--- src/rtl/spi_port_pkg.sv ---
package spi_port_pkg;

  typedef enum logic [1:0] {
    ROLE_OFF    = 2'd0,
    ROLE_MASTER = 2'd1,
    ROLE_SLAVE  = 2'd2
  } role_e;

  // An edge samples when its oddness differs from the phase bit.
  function automatic logic edge_samples(input logic phase, input logic idx_odd);
    return idx_odd ^ phase;
  endfunction

endpackage

--- src/rtl/spi_sync.sv ---
module spi_sync #(
  parameter int              W       = 1,
  parameter int              STAGES  = 2,
  parameter logic [W-1:0]    RST_VAL = '0
) (
  input  logic         clk,
  input  logic         rst,
  input  logic [W-1:0] d,
  output logic [W-1:0] q
);

  logic [STAGES-1:0][W-1:0] stg;

  always_ff @(posedge clk) begin
    if (rst) begin
      for (int s = 0; s < STAGES; s++) stg[s] <= RST_VAL;
    end else begin
      stg[0] <= d;
      for (int s = 1; s < STAGES; s++) stg[s] <= stg[s-1];
    end
  end

  assign q = stg[STAGES-1];

endmodule

--- src/rtl/spi_mclk.sv ---
module spi_mclk #(
  parameter int DW    = 8,
  parameter int DIV_W = 3,
  localparam int EW   = $clog2(2*DW+1),
  localparam int CW   = 1 << DIV_W
) (
  input  logic             clk,
  input  logic             rst,
  input  logic             start,
  input  logic             abort,
  input  logic             cpol,
  input  logic [DIV_W-1:0] div_sel,
  output logic             sck,
  output logic             edge_stb,
  output logic [EW-1:0]    edge_idx,
  output logic             busy
);

  localparam logic [EW-1:0] LAST_EDGE = EW'(2*DW - 1);

  logic [CW-1:0] div_q;
  logic [CW-1:0] half_m1;
  logic [EW-1:0] edges_q;
  logic          busy_q;
  logic          sck_q;
  logic          wrap;

  assign half_m1  = (CW'(1) << div_sel) - CW'(1);
  assign wrap     = busy_q && (div_q == half_m1);
  assign edge_stb = wrap;
  assign edge_idx = edges_q + EW'(1);
  assign sck      = sck_q;
  assign busy     = busy_q;

  always_ff @(posedge clk) begin
    if (rst) begin
      busy_q  <= 1'b0;
      div_q   <= '0;
      edges_q <= '0;
      sck_q   <= 1'b0;
    end else if (abort) begin
      busy_q  <= 1'b0;
      div_q   <= '0;
      edges_q <= '0;
      sck_q   <= cpol;
    end else if (!busy_q) begin
      sck_q   <= cpol;
      div_q   <= '0;
      edges_q <= '0;
      if (start) busy_q <= 1'b1;
    end else if (wrap) begin
      div_q   <= '0;
      sck_q   <= ~sck_q;
      edges_q <= edges_q + EW'(1);
      if (edges_q == LAST_EDGE) busy_q <= 1'b0;
    end else begin
      div_q <= div_q + CW'(1);
    end
  end

  p_edge_bound_r2: assert property (@(posedge clk) disable iff (rst)
    edges_q <= EW'(2*DW));

  p_idle_level_r3: assert property (@(posedge clk) disable iff (rst)
    !busy_q |=> (sck_q == $past(cpol)));

endmodule

--- src/rtl/spi_shift.sv ---
module spi_shift #(
  parameter int DW = 8,
  localparam int EW = $clog2(2*DW+1)
) (
  input  logic          clk,
  input  logic          rst,
  input  logic          load,
  input  logic [DW-1:0] load_val,
  input  logic          edge_stb,
  input  logic [EW-1:0] edge_idx,
  input  logic          cpha,
  input  logic          ser_in,
  output logic          ser_out,
  output logic          done,
  output logic [DW-1:0] word
);

  import spi_port_pkg::*;

  logic [DW-1:0] tx_sh;
  logic [DW-1:0] rx_sh;
  logic [DW-1:0] word_q;
  logic          done_q;
  logic          is_sample;
  logic          do_sample;
  logic          do_shift;
  logic          last_sample;

  assign is_sample   = edge_samples(cpha, edge_idx[0]);
  assign do_sample   = edge_stb && is_sample;
  assign do_shift    = edge_stb && !is_sample &&
                       (cpha ? (edge_idx != EW'(1)) : (edge_idx != EW'(2*DW)));
  assign last_sample = do_sample &&
                       (edge_idx == (cpha ? EW'(2*DW) : EW'(2*DW - 1)));

  always_ff @(posedge clk) begin
    if (rst) begin
      tx_sh  <= '0;
      rx_sh  <= '0;
      word_q <= '0;
      done_q <= 1'b0;
    end else begin
      done_q <= 1'b0;
      if (load)          tx_sh <= load_val;
      else if (do_shift) tx_sh <= {tx_sh[DW-2:0], 1'b0};
      if (do_sample) begin
        rx_sh <= {rx_sh[DW-2:0], ser_in};
        if (last_sample) begin
          word_q <= {rx_sh[DW-2:0], ser_in};
          done_q <= 1'b1;
        end
      end
    end
  end

  assign ser_out = tx_sh[DW-1];
  assign done    = done_q;
  assign word    = word_q;

  p_done_gap_r1: assert property (@(posedge clk) disable iff (rst)
    done_q |=> !done_q);

endmodule

--- src/rtl/spi_port.sv ---
module spi_port #(
  parameter int DW          = 8,
  parameter int DIV_W       = 3,
  parameter int SYNC_STAGES = 2
) (
  input  logic             clk,
  input  logic             rst,
  input  logic             en,
  input  logic             master_sel,
  input  logic             cpol,
  input  logic             cpha,
  input  logic             fault_en,
  input  logic [DIV_W-1:0] div_sel,
  input  logic [DW-1:0]    tx_data,
  input  logic             tx_load,
  output logic [DW-1:0]    rx_data,
  output logic             rx_full,
  input  logic             rx_ack,
  output logic             mode_fault,
  input  logic             fault_clr,
  output logic             busy,
  input  logic             sck_i,
  output logic             sck_o,
  output logic             sck_oe,
  input  logic             ss_n_i,
  output logic             mosi_o,
  output logic             mosi_oe,
  input  logic             mosi_i,
  output logic             miso_o,
  output logic             miso_oe,
  input  logic             miso_i
);

  import spi_port_pkg::*;

  localparam int            EW        = $clog2(2*DW+1);
  localparam logic [EW-1:0] LAST_EDGE = EW'(2*DW - 1);

  // Synchronised slave-side pins: {sck, ss_n, mosi}
  logic [2:0] pins_s;
  logic       sck_s, ss_s, mosi_s;

  spi_sync #(.W(3), .STAGES(SYNC_STAGES), .RST_VAL(3'b010)) u_sync (
    .clk (clk),
    .rst (rst),
    .d   ({sck_i, ss_n_i, mosi_i}),
    .q   (pins_s)
  );

  assign sck_s  = pins_s[2];
  assign ss_s   = pins_s[1];
  assign mosi_s = pins_s[0];

  logic          fault_q;
  role_e         role;
  logic          is_master, is_slave;

  always_comb begin
    if (!en || fault_q)  role = ROLE_OFF;
    else if (master_sel) role = ROLE_MASTER;
    else                 role = ROLE_SLAVE;
  end

  assign is_master = (role == ROLE_MASTER);
  assign is_slave  = (role == ROLE_SLAVE);

  // Master clock engine
  logic          m_start, m_abort, m_sck, m_stb, m_busy;
  logic [EW-1:0] m_idx;

  assign m_start = tx_load && is_master && !m_busy;
  assign m_abort = !is_master;

  spi_mclk #(.DW(DW), .DIV_W(DIV_W)) u_mclk (
    .clk      (clk),
    .rst      (rst),
    .start    (m_start),
    .abort    (m_abort),
    .cpol     (cpol),
    .div_sel  (div_sel),
    .sck      (m_sck),
    .edge_stb (m_stb),
    .edge_idx (m_idx),
    .busy     (m_busy)
  );

  // Slave edge tracking
  logic          sck_d, ss_d;
  logic [EW-1:0] s_edges_q;
  logic          s_edge, s_wrap, s_load;

  assign s_edge = is_slave && !ss_s && (sck_s != sck_d);
  assign s_wrap = s_edge && (s_edges_q == LAST_EDGE);
  assign s_load = is_slave && (ss_s || s_wrap);

  always_ff @(posedge clk) begin
    if (rst) begin
      sck_d     <= 1'b0;
      ss_d      <= 1'b1;
      s_edges_q <= '0;
    end else begin
      sck_d <= sck_s;
      ss_d  <= ss_s;
      if (!is_slave || ss_s) s_edges_q <= '0;
      else if (s_wrap)       s_edges_q <= '0;
      else if (s_edge)       s_edges_q <= s_edges_q + EW'(1);
    end
  end

  // Shared shifter
  logic [DW-1:0] tx_buf;
  logic          sh_load, sh_stb, sh_in, sh_out, sh_done;
  logic [DW-1:0] sh_val, sh_word;
  logic [EW-1:0] sh_idx;

  assign sh_load = m_start || s_load;
  assign sh_val  = m_start ? tx_data : tx_buf;
  assign sh_stb  = is_master ? m_stb : s_edge;
  assign sh_idx  = is_master ? m_idx : (s_edges_q + EW'(1));
  assign sh_in   = is_master ? miso_i : mosi_s;

  spi_shift #(.DW(DW)) u_shift (
    .clk      (clk),
    .rst      (rst),
    .load     (sh_load),
    .load_val (sh_val),
    .edge_stb (sh_stb),
    .edge_idx (sh_idx),
    .cpha     (cpha),
    .ser_in   (sh_in),
    .ser_out  (sh_out),
    .done     (sh_done),
    .word     (sh_word)
  );

  // Fault detection, data registers and pin enables
  logic          fault_set;
  logic [DW-1:0] rx_q;
  logic          rx_full_q;
  logic          sck_oe_q, mosi_oe_q, miso_oe_q;

  assign fault_set = en && fault_en &&
                     ((master_sel && !ss_s) ||
                      (is_slave && ss_s && !ss_d && (s_edges_q != '0)));

  always_ff @(posedge clk) begin
    if (rst) begin
      fault_q   <= 1'b0;
      tx_buf    <= '0;
      rx_q      <= '0;
      rx_full_q <= 1'b0;
      sck_oe_q  <= 1'b0;
      mosi_oe_q <= 1'b0;
      miso_oe_q <= 1'b0;
    end else begin
      if (fault_set)      fault_q <= 1'b1;
      else if (fault_clr) fault_q <= 1'b0;
      if (tx_load) tx_buf <= tx_data;
      if (sh_done) begin
        rx_q      <= sh_word;
        rx_full_q <= 1'b1;
      end else if (rx_ack) begin
        rx_full_q <= 1'b0;
      end
      sck_oe_q  <= is_master;
      mosi_oe_q <= is_master;
      miso_oe_q <= is_slave && !ss_s;
    end
  end

  assign rx_data    = rx_q;
  assign rx_full    = rx_full_q;
  assign mode_fault = fault_q;
  assign busy       = m_busy;
  assign sck_o      = m_sck;
  assign sck_oe     = sck_oe_q;
  assign mosi_o     = sh_out;
  assign mosi_oe    = mosi_oe_q;
  assign miso_o     = sh_out;
  assign miso_oe    = miso_oe_q;

  p_rx_full_r1: assert property (@(posedge clk) disable iff (rst)
    sh_done |=> rx_full_q);

  p_oe_excl_r5: assert property (@(posedge clk) disable iff (rst)
    !(sck_oe_q && miso_oe_q));

  p_en_off_r5: assert property (@(posedge clk) disable iff (rst)
    !en |=> !(sck_oe_q || mosi_oe_q || miso_oe_q));

  p_slave_hiz_r8: assert property (@(posedge clk) disable iff (rst)
    ss_s |=> !miso_oe_q);

  p_fault_quiet_r9: assert property (@(posedge clk) disable iff (rst)
    fault_q |=> !(sck_oe_q || mosi_oe_q || miso_oe_q));

  p_fault_hold_r11: assert property (@(posedge clk) disable iff (rst)
    (fault_q && !fault_clr) |=> fault_q);

endmodule

--- config.mk ---
export PLATFORM = sky130hd
export DESIGN_NAME = spi_port
export DESIGN_NICKNAME = d
export VERILOG_FILES = /design/src/rtl/spi_port_pkg.sv /design/src/rtl/spi_sync.sv /design/src/rtl/spi_mclk.sv /design/src/rtl/spi_shift.sv /design/src/rtl/spi_port.sv
export SDC_FILE = /design/constraint.sdc
export NUM_CORES = 1
export LEC_CHECK = 0
export BUFFER_PORTS_ARGS = -buffer_cell sky130_fd_sc_hd__buf_2
export CAP_MARGIN = 10
export CORE_ASPECT_RATIO = 0.5
export CORE_MARGIN = 1.5
export CORE_UTILIZATION = 57
export DETAILED_ROUTE_END_ITERATION = 8
export PLACE_DENSITY_LB_ADDON = 0.08
export SETUP_SLACK_MARGIN = 0.15
export SYNTH_ARGS = -nofsm -noshare
export SYNTH_HDL_FRONTEND = slang
export SYNTH_SLANG_ARGS = --single-unit
export TNS_END_PERCENT = 50
--- constraint.sdc ---
create_clock -name clk -period 6.3 [get_ports clk]
set_clock_uncertainty 0.1 [all_clocks]
set_input_delay 1.26 -clock clk [delete_from_list [all_inputs] [get_ports clk]]
set_output_delay 1.26 -clock clk [all_outputs]
set_load 0.005 [all_outputs]
After elaboration in Yosys (flattened, before gate mapping)
Cells that the tools add are included.

operators by class
  add/subtract/negate cells = 4
  multipliers = 0
  div/mod/pow operators = 0
  magnitude comparators = 0
  equal/unequal tests = 10
  shift-type cells = 1
  multiplexer cells = 22
  bitwise operators = 5
  reductions and logical operators = 38

operators with widths
  cell                   number
  $mux W8                3
  $logic_and A1 B1 Y1    17
  $mux W1                15
  $add A5 B1 Y5 const B  2
  $eq A5 B4 Y1 const B   2
  $mux W5                2
  $add A8 B1 Y8 const B  1
  $eq A8 B8 Y1           1
  $shl A1 B3 Y8 const A  1
  $sub A8 B2 Y8 const B  1
  $logic_not A1 Y1       6
  $reduce_bool A2 Y1     3
  $reduce_or A3 Y1       2
  $eq A5 B5 Y1           1
  $logic_or A1 B1 Y1     5
  $ne A5 B1 Y1 const B   1
  $ne A5 B5 Y1 const B   1
  $reduce_bool A5 Y1     1
  $mux W2                2
  $not A1 Y1             4
  $reduce_or A2 Y1       2
  $reduce_or A4 Y1       1
  $ne A3 B3 Y1 const B   1
  $eq A2 B1 Y1 const B   1
  4 further kinds        4

storage, ports and cells
  register bits after elaboration = 72
  bits in latches = 0
  bits in writable memories = 0
  bits in read-only memories = 0
  bits of input ports = 25
  output and inout bits = 17
  logic and storage cells = 99
  memories = 0

Depth between registers and ports, before layout
  depth after elaboration = 11
  depth in mapped cells = 13
  depth with buffers taken out = 10

Modules after synthesis
From an unflattened synthesis, not the netlist that was laid out.

second synthesis, totals
  cell total of the unflattened synthesis = 359
  area total of the unflattened synthesis = 3405.8 um^2

by module, submodules not included
  module     instances  cells each  area an instance (um^2)  seq. area each (um^2)
  spi_port   1          139         1307.5                   540.5
  spi_shift  1          104         1073.5                   480.5
  spi_mclk   1          101         844.6                    300.3
  spi_sync   1          15          180.2                    120.1

Least setup slack after synthesis
Ideal clock, no wire load.

  path kind = input to register
  from = in div_sel[2]
  to = reg u_shift.word_q[0] (netlist: u_shift.word[0])
  library setup time = 0.128 ns
  data arrival time = 4.073 ns
  required time = 6.072 ns
  setup slack = 1.999 ns
  stages on the path = 10
  path buffers = 2
  cell sequence = buf_2 -> or3_1 -> ha_1 -> or4_1 -> o211a_2 -> or4_4 -> buf_6 -> a211oi_4 -> mux2i_1 -> nor2_1

between the ends
  cells in the longest elaborated chain, start to end = 8

RTL lines
  element                        RTL line         text
  start: declaration             spi_port.sv:13   input logic [DIV_W-1:0] div_sel,
  $shl A1 B3 Y8 *                spi_mclk.sv:28   assign half_m1 = (CW'(1) << div_sel) - CW'(1);
  $sub A8 B2 Y8 *                spi_mclk.sv:28
  $eq A8 B8 Y1 *                 spi_mclk.sv:29   assign wrap = busy_q && (div_q == half_m1);
  $logic_and A1 B1 Y1 *          spi_mclk.sv:29
  $mux W1 *                      spi_port.sv:118  assign sh_stb = is_master ? m_stb : s_edge;
  $logic_and A1 B1 Y1 *          spi_shift.sv:30  assign do_sample = edge_stb && is_sample;
  $logic_and A1 B1 Y1            spi_shift.sv:33  assign last_sample = do_sample &&
  $reduce_and A2 Y1 (no line) *  --
  end signal: assignment         spi_shift.sv:49  word_q <= {rx_sh[DW-2:0], ser_in};
  end: declaration               spi_shift.sv:22  logic [DW-1:0] word_q;

Every way passes the cells marked *; elsewhere a longest branch is shown, timed or not.
A chain may end at the register's enable or synchronous reset.

Worst setup path in the final report
Same ends and word-level chain as after synthesis.

==> flow_summary.yaml <==
routing:
  drc_errors: 0
  vias: 2676
  routedWlPerCell_um: 14.09
  drtPass1Iterations: 4
  post_drt_via_cell_ratio: 5.658
  ant_nets: 0
  first_iter_violations: 170
  wl_um: 6666
clock_tree:
  worst_skew_pair.late_latency_ns: 0.33
  clockBufferDepth: 2
  cts_setup_buffers: 0
  cts-root-buf: "clkbuf_16"
  cts_tree: "done"
  numCtsBuffers: 9
  htreeDepth: 3
  numClockSinks: 72
  path_clk_slew_ns: 0.05
  cts.repair.resized: 0
  ctsHoldBuffers: 0
global_route:
  track_usage: 0.2192
  grt_pass1_wl_um: 11060
  grt_pass1_vias: 2375
  grt_max_degree: 52
  grt_overflow: 0
  antenna_found_initial: 0
worst_setup_path:
  end_kind: "flip-flop"
  cp_max_fo: 11
  path_class: "input pin to flip-flop"
  crit_required_ns: 6.38
  rr_worst_depth: 8
  reg2reg_from: "u_mclk.edges_q[0]$_SDFFE_PP0P_"
  ff2ff_setup_slack_ns: 2.94
  critical_path_arrival_ns: 4.23
  cp-start-kind: "input pin"
  r2r-end: "u_shift.tx_sh[2]$_SDFFE_PP0P_"
power:
  ir_worst_vdd_v: 0.0001977
  powerDensity_nw_per_um2: 276.5
  leakage_nw: 1.518
die:
  core_sq_um: 5563
  rows: 19
  dieArea_sq_um: 6355
  die_y_um: 57.13
  io_pins: 42
  start_util: 0.6003
  die_w_um: 111.2
final_layout:
  final_core_util: 0.6937
  final_common_cell: "dfxtp_1"
  layout-drive-gt1-share: 0.1700
  area_delta_synth_final_pct: 15.55
  finalNetCount: 427
  n_antenna_cell: 0
  mostFrequentLayoutCells: "72 x dfxtp_1, 59 x nor2_1, 41 x buf_2"
  post-route-cell-area_sq_um: 3859
synthesis:
  synthSimpleGateAreaFrac: 0.1952
  syn_inst: 364
  synth-seq-cells: 72
  syn_avg_cell_area_sq_um: 9.174
  synth_compound_area_frac: 0.1229
  ys_seq_area_frac: 0.4316
  syn-num-nets: 396
  synth_area_sq_um: 3339
  synth_edf_count: 0
  async_flop_share: 0
  synthMuxAreaShare: 0.1109
  ys_types: 55
  synth_top_family_by_area: "simple AND/OR/NAND/NOR gates"
  yosys_most_used_dff: "dfxtp_1"
  synthAdderAreaFrac: 0.02623
  synthXorXnorAreaFrac: 0.06294
  yosysWarnings: 0
placement:
  placed_area_sq_um: 3543
  place_ws_ns: 1.842
  io_buffers: 41
  dp.final_hpwl_um: 4632
  gp_congestion: 0.7955
sta:
  fin_crit_sh: 0.6581
  drv_slew: 0
  period_needed_ns: 4.146
  relSlewSlack: 0.4118
  rsz0062_at_grt: "false"
  worst_slack_ns: 2.154
  final.setup.tns_ns: 0
  max_freq_mhz: 241.2
  tightestPinTransition_ns: 0.8823
  finalSetupViolations: 0
  hold_viol: 0
  holdWs_ns: 0.3122
worst_hold_path:
  hold-path-cell-count: 1
  min_to: "u_sync.q[1]$_SDFF_PP1_"
  hp-class: "flip-flop to flip-flop"
  min_from: "u_sync.stg[1]$_SDFF_PP1_"
status:
  status: "finished, final reports clean"
flow_run:
  max-cap-violations: 0
## cells by family (layout without fill, tap and decap cells)
kind of cell | count (synthesis) | count (layout)
buffers and inverters | 40 | 76
AOI/OAI and AO/OA | 54 | 54
DFF | 72 | 72
xor gates and xnor gates | 24 | 24
muxes | 37 | 37
adders and majority gates | 7 | 7
and+or+nand+nor | 130 | 130
## per-layer routing
| layer | GRT usage | share of wire | routed length [um] |
|---|---|---|---|
| met1 | 0.2809 | 0.48 | 3199 |
| met4 | 0.05787 | 0.0041 | 27 |
| met3 | 0.08395 | 0.057 | 381 |
| met2 | 0.3541 | 0.46 | 3058 |
| met5 | 0 | 0 | 0 |
## Yosys cell counts (7+ instances only)
cell type / n / area share
nand3_1: 9 / 0.013
nor2_1: 59 / 0.066
a21oi_1: 7 / 0.010
clkbuf_1: 17 / 0.019
nand2_1: 15 / 0.017
xor2_1: 13 / 0.034
ha_1: 7 / 0.026
dfxtp_1: 72 / 0.43
xnor2_1: 11 / 0.029
mux2i_1: 37 / 0.11
inv_1: 18 / 0.020
## area by class of cell
| type | instances | area, sq um |
|---|---|---|
| Clock buffer | 13 | 250.2 |
| Clock inverter | 3 | 65.06 |
| Fill cell | 450 | 1704 |
| Inverter | 18 | 67.56 |
| Multi-Input combinational cell | 252 | 1730 |
| Sequential cell | 72 | 1441 |
| Tap cell | 73 | 91.34 |
| Timing Repair Buffer | 42 | 212.7 |
## flip-flops by register name (all words and copies together), names as in the netlist
signal	cells
mode_fault	1
tx_buf	8
miso_oe	1
u_mclk.div_q	8
ss_d	1
rx_data	8
u_mclk.sck	1
u_mclk.edges_q	5
mosi_oe	1
u_shift.rx_sh	7
rx_full	1
u_shift.word	8
u_mclk.busy	1
u_sync.q	3
u_shift.tx_sh	8
s_edges_q	5
sck_d	1
u_sync.stg	3
u_shift.done	1
## report_power, final
| group | leakage [nW] | internal (mW) | switching (mW) | total [mW] |
|---|---|---|---|---|
| sequential | 0.585 | 0.466 | 0.00582 | 0.472 |
| combinational | 0.780 | 0.0252 | 0.0342 | 0.0594 |
| clock | 0.154 | 0.357 | 0.179 | 0.536 |
| total | 1.52 | 0.848 | 0.219 | 1.07 |
## per-stage QoR
step           power (mW)  std cells
4_1_cts             1.074        473
2_1_floorplan      0.5206        364
3_5_place_dp       0.5399        457
6_report            1.067        473
5_1_grt             1.101        473
3_3_place_gp       0.5374        457
## critical path, cell delays in order
cell and delay [ns]:
buf_2 0.16, or3_1 0.38, ha_1 0.27, or4_1 0.53
o211a_2 0.14, or4_4 0.59, a211oi_4 0.57, mux2i_1 0.27
nor2_1 0.05
## worst max-delay path by stage
stage / from / end / slack (ns) / depth (start not counted)
3_3_place_gp: div_sel[2] / u_shift.word[7]$_SDFFE_PP0P_ / 1.90 / 9
6_report: div_sel[2] / u_shift.word[0]$_SDFFE_PP0P_ / 2.15 / 9
3_5_place_dp: div_sel[2] / u_shift.word[0]$_SDFFE_PP0P_ / 1.84 / 9
5_1_grt: div_sel[2] / u_shift.word[0]$_SDFFE_PP0P_ / 2.04 / 9
2_1_floorplan: div_sel[2] / u_shift.word[0]$_SDFFE_PP0P_ / 2.00 / 10
4_1_cts: div_sel[2] / u_shift.word[0]$_SDFFE_PP0P_ / 2.17 / 9
No activity file was read; power rests on OpenSTA's default activity.
